[src/rtl/acqrel_pkg.sv]
package acqrel_pkg;

   localparam logic [6:0] OPC_ATOMIC = 7'b0101111;
   localparam logic [4:0] F5_LD_ACQ  = 5'b00110;
   localparam logic [4:0] F5_ST_REL  = 5'b00111;

   typedef enum logic [3:0] {
      EXC_NONE   = 4'd0,
      EXC_LD_MIS = 4'd4,
      EXC_LD_FLT = 4'd5,
      EXC_ST_MIS = 4'd6,
      EXC_ST_FLT = 4'd7
   } exc_e;

   typedef struct packed {
      logic       match;
      logic       valid;
      logic       illegal;
      logic       is_store;
      logic [1:0] size;
      logic       acq;
      logic       rel;
   } dec_t;

endpackage

[src/rtl/acqrel_dec.sv]
module acqrel_dec
   import acqrel_pkg::*;
#(
   parameter int XLEN = 64
) (
   input  logic [31:0] instr,
   output dec_t        dec
);

   logic [6:0] f_opc;
   logic [4:0] f_rd;
   logic [2:0] f_f3;
   logic [4:0] f_rs2;
   logic       f_aq;
   logic       f_rl;
   logic [4:0] f_f5;
   logic       unused_rs1;
   logic       dbl_ok;

   assign f_opc      = instr[6:0];
   assign f_rd       = instr[11:7];
   assign f_f3       = instr[14:12];
   assign f_rs2      = instr[24:20];
   assign f_rl       = instr[25];
   assign f_aq       = instr[26];
   assign f_f5       = instr[31:27];
   assign unused_rs1 = ^instr[19:15];

   generate
      if (XLEN == 64) begin : g_wide
         assign dbl_ok = 1'b1;
      end else begin : g_narrow
         assign dbl_ok = 1'b0;
      end
   endgenerate

   logic hit_ld, hit_st, size_bad, ld_bad, st_bad;

   always_comb begin
      hit_ld   = (f_opc == OPC_ATOMIC) && (f_f5 == F5_LD_ACQ);
      hit_st   = (f_opc == OPC_ATOMIC) && (f_f5 == F5_ST_REL);
      size_bad = f_f3[2] | ((f_f3[1:0] == 2'b11) & ~dbl_ok);
      ld_bad   = ~f_aq | (f_rs2 != 5'd0);
      st_bad   = ~f_rl | (f_rd != 5'd0);

      dec          = '0;
      dec.match    = hit_ld | hit_st;
      dec.is_store = hit_st;
      dec.illegal  = (hit_ld & (ld_bad | size_bad)) | (hit_st & (st_bad | size_bad));
      dec.valid    = dec.match & ~dec.illegal;
      if (dec.valid) begin
         dec.size = f_f3[1:0];
         dec.acq  = hit_ld | f_aq;
         dec.rel  = hit_st | f_rl;
      end
   end

endmodule

[src/rtl/acqrel_align.sv]
module acqrel_align
   import acqrel_pkg::*;
#(
   parameter int XLEN      = 64,
   parameter int GRAN_LOG2 = 4,
   localparam int MW       = XLEN / 8
) (
   input  logic [XLEN-1:0] addr,
   input  logic [1:0]      size,
   input  logic            is_store,
   input  logic            no_emul,
   input  logic            en,
   output logic [3:0]      exc,
   output logic [MW-1:0]   lanes
);

   logic [XLEN-1:0] low_bits;
   logic [XLEN-1:0] last_byte;
   logic            off_grid;
   logic            same_gran;

   always_comb begin
      low_bits  = XLEN'((4'd1 << size) - 4'd1);
      last_byte = addr + low_bits;
      off_grid  = |(addr & low_bits);
      same_gran = (addr[XLEN-1:GRAN_LOG2] == last_byte[XLEN-1:GRAN_LOG2]);
   end

   always_comb begin
      exc = EXC_NONE;
      if (en && off_grid && !same_gran) begin
         if (is_store) exc = no_emul ? EXC_ST_FLT : EXC_ST_MIS;
         else          exc = no_emul ? EXC_LD_FLT : EXC_LD_MIS;
      end
   end

   always_comb begin
      for (int i = 0; i < MW; i++) begin
         lanes[i] = en && (i < (32'd1 << size));
      end
   end

endmodule

[src/rtl/acqrel_pipe.sv]
module acqrel_pipe #(
   parameter int W   = 8,
   parameter int REG = 1
) (
   input  logic         clk,
   input  logic         rst_n,
   input  logic [W-1:0] d,
   output logic [W-1:0] q
);

   generate
      if (REG != 0) begin : g_flop
         always_ff @(posedge clk or negedge rst_n) begin
            if (!rst_n) q <= '0;
            else        q <= d;
         end
      end else begin : g_wire
         logic unused_ck;
         assign unused_ck = clk ^ rst_n;
         assign q = d;
      end
   endgenerate

endmodule

[src/rtl/acqrel_op_check.sv]
module acqrel_op_check
   import acqrel_pkg::*;
#(
   parameter int XLEN      = 64,
   parameter int GRAN_LOG2 = 4,
   parameter int REG_OUT   = 1
) (
   input  logic              clk,
   input  logic              rst_n,
   input  logic [31:0]       i_instr,
   input  logic [XLEN-1:0]   i_addr,
   input  logic              i_no_emul,
   output logic              o_match,
   output logic              o_valid,
   output logic              o_illegal,
   output logic              o_is_store,
   output logic [1:0]        o_size,
   output logic              o_acq,
   output logic              o_rel,
   output logic [XLEN/8-1:0] o_mask,
   output logic [3:0]        o_exc
);

   localparam int MW = XLEN / 8;
   localparam int PW = $bits(dec_t) + MW + 4;

   generate
      if (XLEN != 32 && XLEN != 64) begin : g_bad_xlen
         $error("acqrel_op_check: XLEN must be 32 or 64");
      end
      if (GRAN_LOG2 < 0 || GRAN_LOG2 >= XLEN) begin : g_bad_gran
         $error("acqrel_op_check: GRAN_LOG2 out of range");
      end
      if (REG_OUT != 0 && REG_OUT != 1) begin : g_bad_reg
         $error("acqrel_op_check: REG_OUT must be 0 or 1");
      end
   endgenerate

   dec_t          dec;
   logic [3:0]    exc_c;
   logic [MW-1:0] lanes_c;
   logic [PW-1:0] pipe_d, pipe_q;

   acqrel_dec #(.XLEN(XLEN)) u_dec (
      .instr (i_instr),
      .dec   (dec)
   );

   acqrel_align #(.XLEN(XLEN), .GRAN_LOG2(GRAN_LOG2)) u_align (
      .addr     (i_addr),
      .size     (dec.size),
      .is_store (dec.is_store),
      .no_emul  (i_no_emul),
      .en       (dec.valid),
      .exc      (exc_c),
      .lanes    (lanes_c)
   );

   assign pipe_d = {dec, lanes_c, exc_c};

   acqrel_pipe #(.W(PW), .REG(REG_OUT)) u_pipe (
      .clk   (clk),
      .rst_n (rst_n),
      .d     (pipe_d),
      .q     (pipe_q)
   );

   dec_t dec_q;
   assign {dec_q, o_mask, o_exc} = pipe_q;
   assign o_match    = dec_q.match;
   assign o_valid    = dec_q.valid;
   assign o_illegal  = dec_q.illegal;
   assign o_is_store = dec_q.is_store;
   assign o_size     = dec_q.size;
   assign o_acq      = dec_q.acq;
   assign o_rel      = dec_q.rel;

endmodule

[config.mk]
export PLATFORM = sky130hd
export DESIGN_NAME = acqrel_op_check
export DESIGN_NICKNAME = d
export VERILOG_FILES = /design/src/rtl/acqrel_pkg.sv /design/src/rtl/acqrel_dec.sv /design/src/rtl/acqrel_align.sv /design/src/rtl/acqrel_pipe.sv /design/src/rtl/acqrel_op_check.sv
export SDC_FILE = /design/constraint.sdc
export NUM_CORES = 1
export LEC_CHECK = 0
export BUFFER_PORTS_ARGS = -buffer_cell sky130_fd_sc_hd__buf_2
export CORE_MARGIN = 2
export CORE_UTILIZATION = 25
export DETAILED_ROUTE_END_ITERATION = 6
export PLACE_DENSITY = 0.75
export SLEW_MARGIN = 0
export SYNTH_ARGS = -nofsm -noshare
export SYNTH_HDL_FRONTEND = slang
export SYNTH_SLANG_ARGS = --single-unit
[constraint.sdc]
create_clock -name clk -period 0.8 [get_ports clk]
set_clock_uncertainty 0.2 [all_clocks]
set_input_delay 0.04 -clock clk [delete_from_list [all_inputs] [get_ports clk]]
set_output_delay 0.04 -clock clk [all_outputs]
set_load 0.005 [all_outputs]
## Word level (Yosys, flattened, before mapping)

Cells that the tools add are included.

- Register bits: 20
- Input port bits: 99
- Output and inout bits: 20
- Word-level logic and storage cells: 53

- $add $sub $neg: 2
- $lt $le $gt $ge: 8
- Equal/unequal tests: 4
- Shift operators: 2
- Multiplexer cells: 5
- Bitwise logic cells: 15
- Reduce and logical (&&, ||, !) cells: 16

Operators by type and width:

| kind | number |
|---|---|
| 3-bit by 32-bit less-than comparator with 1-bit output, first input constant | 4 |
| 64-bit adder | 1 |
| 64-bit bitwise AND | 1 |
| 1-bit by 32-bit less-than comparator with 1-bit output, first input constant | 2 |
| 2-bit by 32-bit less-than comparator with 1-bit output, first input constant | 2 |
| 64-bit OR reduction | 1 |
| 1-bit by 2-bit << shifter with 64-bit output, first input constant | 1 |
| 64-bit by 1-bit subtractor with 64-bit output, second input constant | 1 |
| 60-bit equality test | 1 |
| 1-bit by 2-bit << shifter with 32-bit output, first input constant | 1 |
| 1-bit logical AND | 12 |
| 4-bit 2-to-1 mux | 3 |
| 5-bit by 3-bit equality test with 1-bit output, second input constant | 2 |
| 5-bit nonzero test | 2 |
| 1-bit bitwise OR | 8 |
| 7-bit by 6-bit equality test with 1-bit output, second input constant | 1 |
| 1-bit bitwise AND | 3 |
| 1-bit NOT | 3 |
| 1-bit 2-to-1 mux | 2 |
| 1-bit logical NOT | 1 |

## Logic depth before layout (Yosys ltp)

- Depth after elaboration: 15
- Mapped depth: 10
- Depth with buffers taken out: 9

## By module

A second synthesis with hierarchy kept.

- Cell total of the unflattened synthesis: 883
- Area total of the unflattened synthesis: 6212.2 um^2

By module, submodules not included:

| module | times used | cells each | area an instance (um^2) | seq. area each (um^2) |
|---|---|---|---|---|
| acqrel_align | 1 | 839 | 5514.0 | 0.0 |
| acqrel_pipe | 1 | 20 | 500.5 | 500.5 |
| acqrel_dec | 1 | 24 | 197.7 | 0.0 |

## Worst setup path before layout

OpenSTA, ideal clock, no wires.

- Path kind: in2reg
- Start: in i_instr[31]
- End: reg u_pipe.q[0]
- Library setup time: 0.068 ns
- Data arrival time: 1.711 ns
- Required time: 0.532 ns
- Setup slack: -1.179 ns
- Stages on the path: 10
- Buffers on the path: 1
- Cell sequence: nand4bb_4 -> nor3_4 -> a21boi_2 -> buf_6 -> and3_1 -> ha_1 -> o21ai_0 -> a21oi_1 -> mux2i_1 -> and4_1

RTL lines:

| what | RTL line | source |
|---|---|---|
| start, declared | acqrel_op_check.sv:10 | `input logic [31:0] i_instr,` |
| end signal, assigned | acqrel_pipe.sv:14 | `if (!rst_n) q <= '0;` |
| end signal, assigned | acqrel_pipe.sv:15 | `else q <= d;` |
| end, declared | acqrel_pipe.sv:8 | `output logic [W-1:0] q` |

## Final worst setup path

- Start: in i_instr[11]
- End: reg u_pipe.q[0]

- Cells in the longest elaborated chain, start to end: 15
- Elaborated cells between the ends (all ways): 18
- Those cells by class: 2 x add/sub; 1 x eq/ne; 1 x shift; 2 x mux; 7 x bitwise; 5 x reduce/logical

Ends and longest elaborated chain:

| what | RTL line | source |
|---|---|---|
| 5-bit nonzero test * | acqrel_dec.sv:44 | `st_bad = ~f_rl \| (f_rd != 5'd0);` |
| 1-bit bitwise OR * | acqrel_dec.sv:44 |  |
| 1-bit bitwise OR * | acqrel_dec.sv:49 | `dec.illegal = (hit_ld & (ld_bad \| size_bad)) \| (hit_st & (st_bad \| size_bad));` |
| 1-bit bitwise AND * | acqrel_dec.sv:49 |  |
| 1-bit bitwise OR * | acqrel_dec.sv:49 |  |
| 1-bit NOT * | acqrel_dec.sv:50 | `dec.valid = dec.match & ~dec.illegal;` |
| 1-bit bitwise AND * | acqrel_dec.sv:50 |  |
| 4-bit 2-to-1 mux | acqrel_dec.sv:51 | `if (dec.valid) begin` |
| 1-bit by 2-bit << shifter with 64-bit output | acqrel_align.sv:23 | `low_bits = XLEN'((4'd1 << size) - 4'd1);` |
| 64-bit by 1-bit subtractor with 64-bit output | acqrel_align.sv:23 |  |
| 64-bit adder or 64-bit bitwise AND (tied branches) | acqrel_align.sv:24, acqrel_align.sv:25 |  |
| 60-bit equality test or 64-bit OR reduction (tied branches) | acqrel_align.sv:26, acqrel_align.sv:25 |  |
| 1-bit logical NOT or 1-bit logical AND (tied branches) | acqrel_align.sv:31 | `if (en && off_grid && !same_gran) begin` |
| 1-bit logical AND * | acqrel_align.sv:31 |  |
| 4-bit 2-to-1 mux * | acqrel_align.sv:31 |  |
| net exc_c[0] | acqrel_op_check.sv:40 | `logic [3:0] exc_c;` |

Mark *: on every way through the listed nets, which the timed path passes. The rest lies on a longest branch.

==> qor.csv <==
metric,value,unit
hold_buffers,1,
vias,736,
largest_reg_flops,14,
post_drt_wl_per_cell,12.9,um
cts_buffer_depth,2,
synth_seq_cells,14,
synthTopCellsByArea,"dfrtp_1, buf_4, ha_1, nand4bb_4, nor4b_1",
drive_above_1_share,72.0,%
synth_edf_count,0,
period_share,226,%
syn_to_final_growth,82.7,%
grt_overflow,0,
initial_core_util,26.7,%
crit_type,primary input to flip-flop,
cts_root_buffer,clkbuf_4,
synth.most_common_cell,dfrtp_1,
power_leakage,0.734,nW
clkSinkCount,14,
synthDistinctLibCells,26,
async_reset_ff_share,100,%
hold_end,u_pipe.q[13]$_DFF_PN0_,
wirelength,2.10,mm
hpwlAfterDp,1.57,mm
fp.dieW,58.5,um
multi_input_area,449,um2
antenna_found_initial,0,
crit_arrival,1.82,ns
nFillCells,249,
synthCells,61,
die-area,0.00343,mm2
cts_buffers,3,
finalSetupTns,-12.26,ns
cts-htree-levels,1,
grtUsageTotal,12.8,%
drtPass1Iterations,3,
seq_area,350,um2
grt_pass1_vias,747,
synth.avg_cell_area,12.2,um2
start_kind,primary input,
drc_errors,0,
place_congestion,0.713,
core_area,0.00278,mm2
cp_max_fo,3,
antennaDiodeCount,0,
drtIter0Drc,4,
die_h,58.5,um
yosys.area.top_type_share,47.1,%
holdCritStartpoint,i_instr[26],
reg_top3,u_pipe.q (14),
violations,"negative hold slack, negative setup slack",
slew_violations,0,
clkTransAtPathRegs,0.07,ns
max_freq,0.553,GHz
synth_ff_type,dfrtp_1,
fin_nets,235,
port_buffers,53,
maxCapViolCount,0,
grt_max_degree,15,
cts_tree,done,
hold_path.class,primary input to flip-flop,
grt_pass1_wl,3.22,mm
setup_violations,31,
yosysSeqAreaShare,47.1,%
fin_crit,1.81,ns
hold_ws,-0.167,ns
required,0.81,ns
synth_area,743,um2
final_util,48.8,%
whs_path_depth,3,
row_count,19,
rsz0062_at_grt,true,
synth_top_area_cell,dfrtp_1,
hold_viol,23,
worst_slack,-1.01,ns
vdd_ir_drop_max,676,uV
p_per_area,1070,mW/mm2
endpoint_kind,flip-flop,
regMostFlops,u_pipe.q,
ys_top_cells_by_count,"dfrtp_1, buf_4, and2_1, and3_1",
outcome,finished with violations,
final_antenna_net_count,0,
yosysWarnings,0,
io_pins,119,
avgViaCountPerCell,4.52,
## cells by family (layout without fill, tap and decap cells)
logic type | count (synthesis) | in the layout | synth area share, %
other | 1 | 2 | 0.505
buffers and inverters | 8 | 78 | 8.08
flip-flops | 14 | 14 | 47.1
multiplexers | 1 | 1 | 1.35
AO/OA/AOI/OAI | 9 | 9 | 9.09
adder cells (fa/ha/maj) | 3 | 3 | 5.05
XOR/XNOR | 1 | 1 | 1.18
AND/OR/NAND/NOR | 24 | 24 | 27.6
## per-layer routing
metal	track usage (%)	share of wire [%]	vias up
met4	7.31	2.1	0
met1	14.4	39	322
met5	0	0	-
met3	2.20	11	4
li1	-	-	354
met2	22.8	48	56
## worst max-delay path, cell delays in order
cell	delay (ns)
buf_6	0.09
nor4b_4	0.30
nand2_2	0.12
a21boi_4	0.19
and2_4	0.18
ha_4	0.12
o211ai_1	0.11
a21oi_2	0.20
mux2i_2	0.27
and4_1	0.20
## worst max-delay path by stage
stage | slack [ns] | depth (start not counted) | to | startpoint
global placement | -1.17 | 10 | u_pipe.q[1]$_DFF_PN0_ | i_instr[6]
detailed placement | -1.30 | 10 | u_pipe.q[1]$_DFF_PN0_ | i_instr[6]
floorplan | -1.15 | 10 | u_pipe.q[0]$_DFF_PN0_ | i_instr[6]
CTS | -0.97 | 10 | u_pipe.q[0]$_DFF_PN0_ | i_instr[30]
finish | -1.01 | 10 | u_pipe.q[0]$_DFF_PN0_ | i_instr[11]
global route | -1.08 | 10 | u_pipe.q[1]$_DFF_PN0_ | i_instr[30]
## timing repair
| item | 4_1_cts | 5_1_grt |
|---|---|---|
| buffers inserted | 8 | 2 |
| gates resized for setup | 22 | 5 |
| pin swaps | 12 | 9 |
| hold endpoints to repair | 24 | 9 |
| endpoints found under the setup margin | 31 | 32 |
## cell type report
| cell class | instances | share of cell area [%] |
|---|---|---|
| Clock buffer | 4 | 2.67 |
| Inverter | 1 | 0.276 |
| Multi-Input combinational cell | 40 | 33.1 |
| Sequential cell | 14 | 25.8 |
| Tap cell | 31 | 2.86 |
| Timing Repair Buffer | 73 | 35.3 |
## where the power goes
part	internal [mW]	switching (mW)
logic	0.146	0.120
clock network	0.277	0.204
registers	0.707	0.0000173
total	1.13	0.324
## per-stage QoR
| step | power [mW] | cells | setup WS, ns | hold slack [ns] | cell area [um2] |
|---|---|---|---|---|---|
| CTS | 1.46 | 161 | -0.970 | -0.188 | 1320 |
| global route | 1.52 | 163 | -1.08 | -0.176 | 1360 |
| global placement | 0.925 | 149 | -1.17 | -0.269 | 1110 |
| finish | 1.45 | 163 | -1.01 | -0.167 | 1360 |
| floorplan | 0.786 | 62 | -1.15 | -0.456 | 783 |
| detailed placement | 0.933 | 149 | -1.30 | -0.259 | 1110 |
## layout by cell type (no fill, tap or decap), types with 2 or more instances in the layout
master,n
and4_1,2
ha_4,2
clkbuf_4,3
buf_2,48
buf_4,11
dfrtp_1,14
nor4b_4,2
nor2_1,2
and3_4,2
conb_1,2
a21boi_2,2
o21a_1,2
buf_6,13
and3_1,2
and2_1,3
nand2_2,2
nand3b_1,2
(Power assumes the default switching activity.)
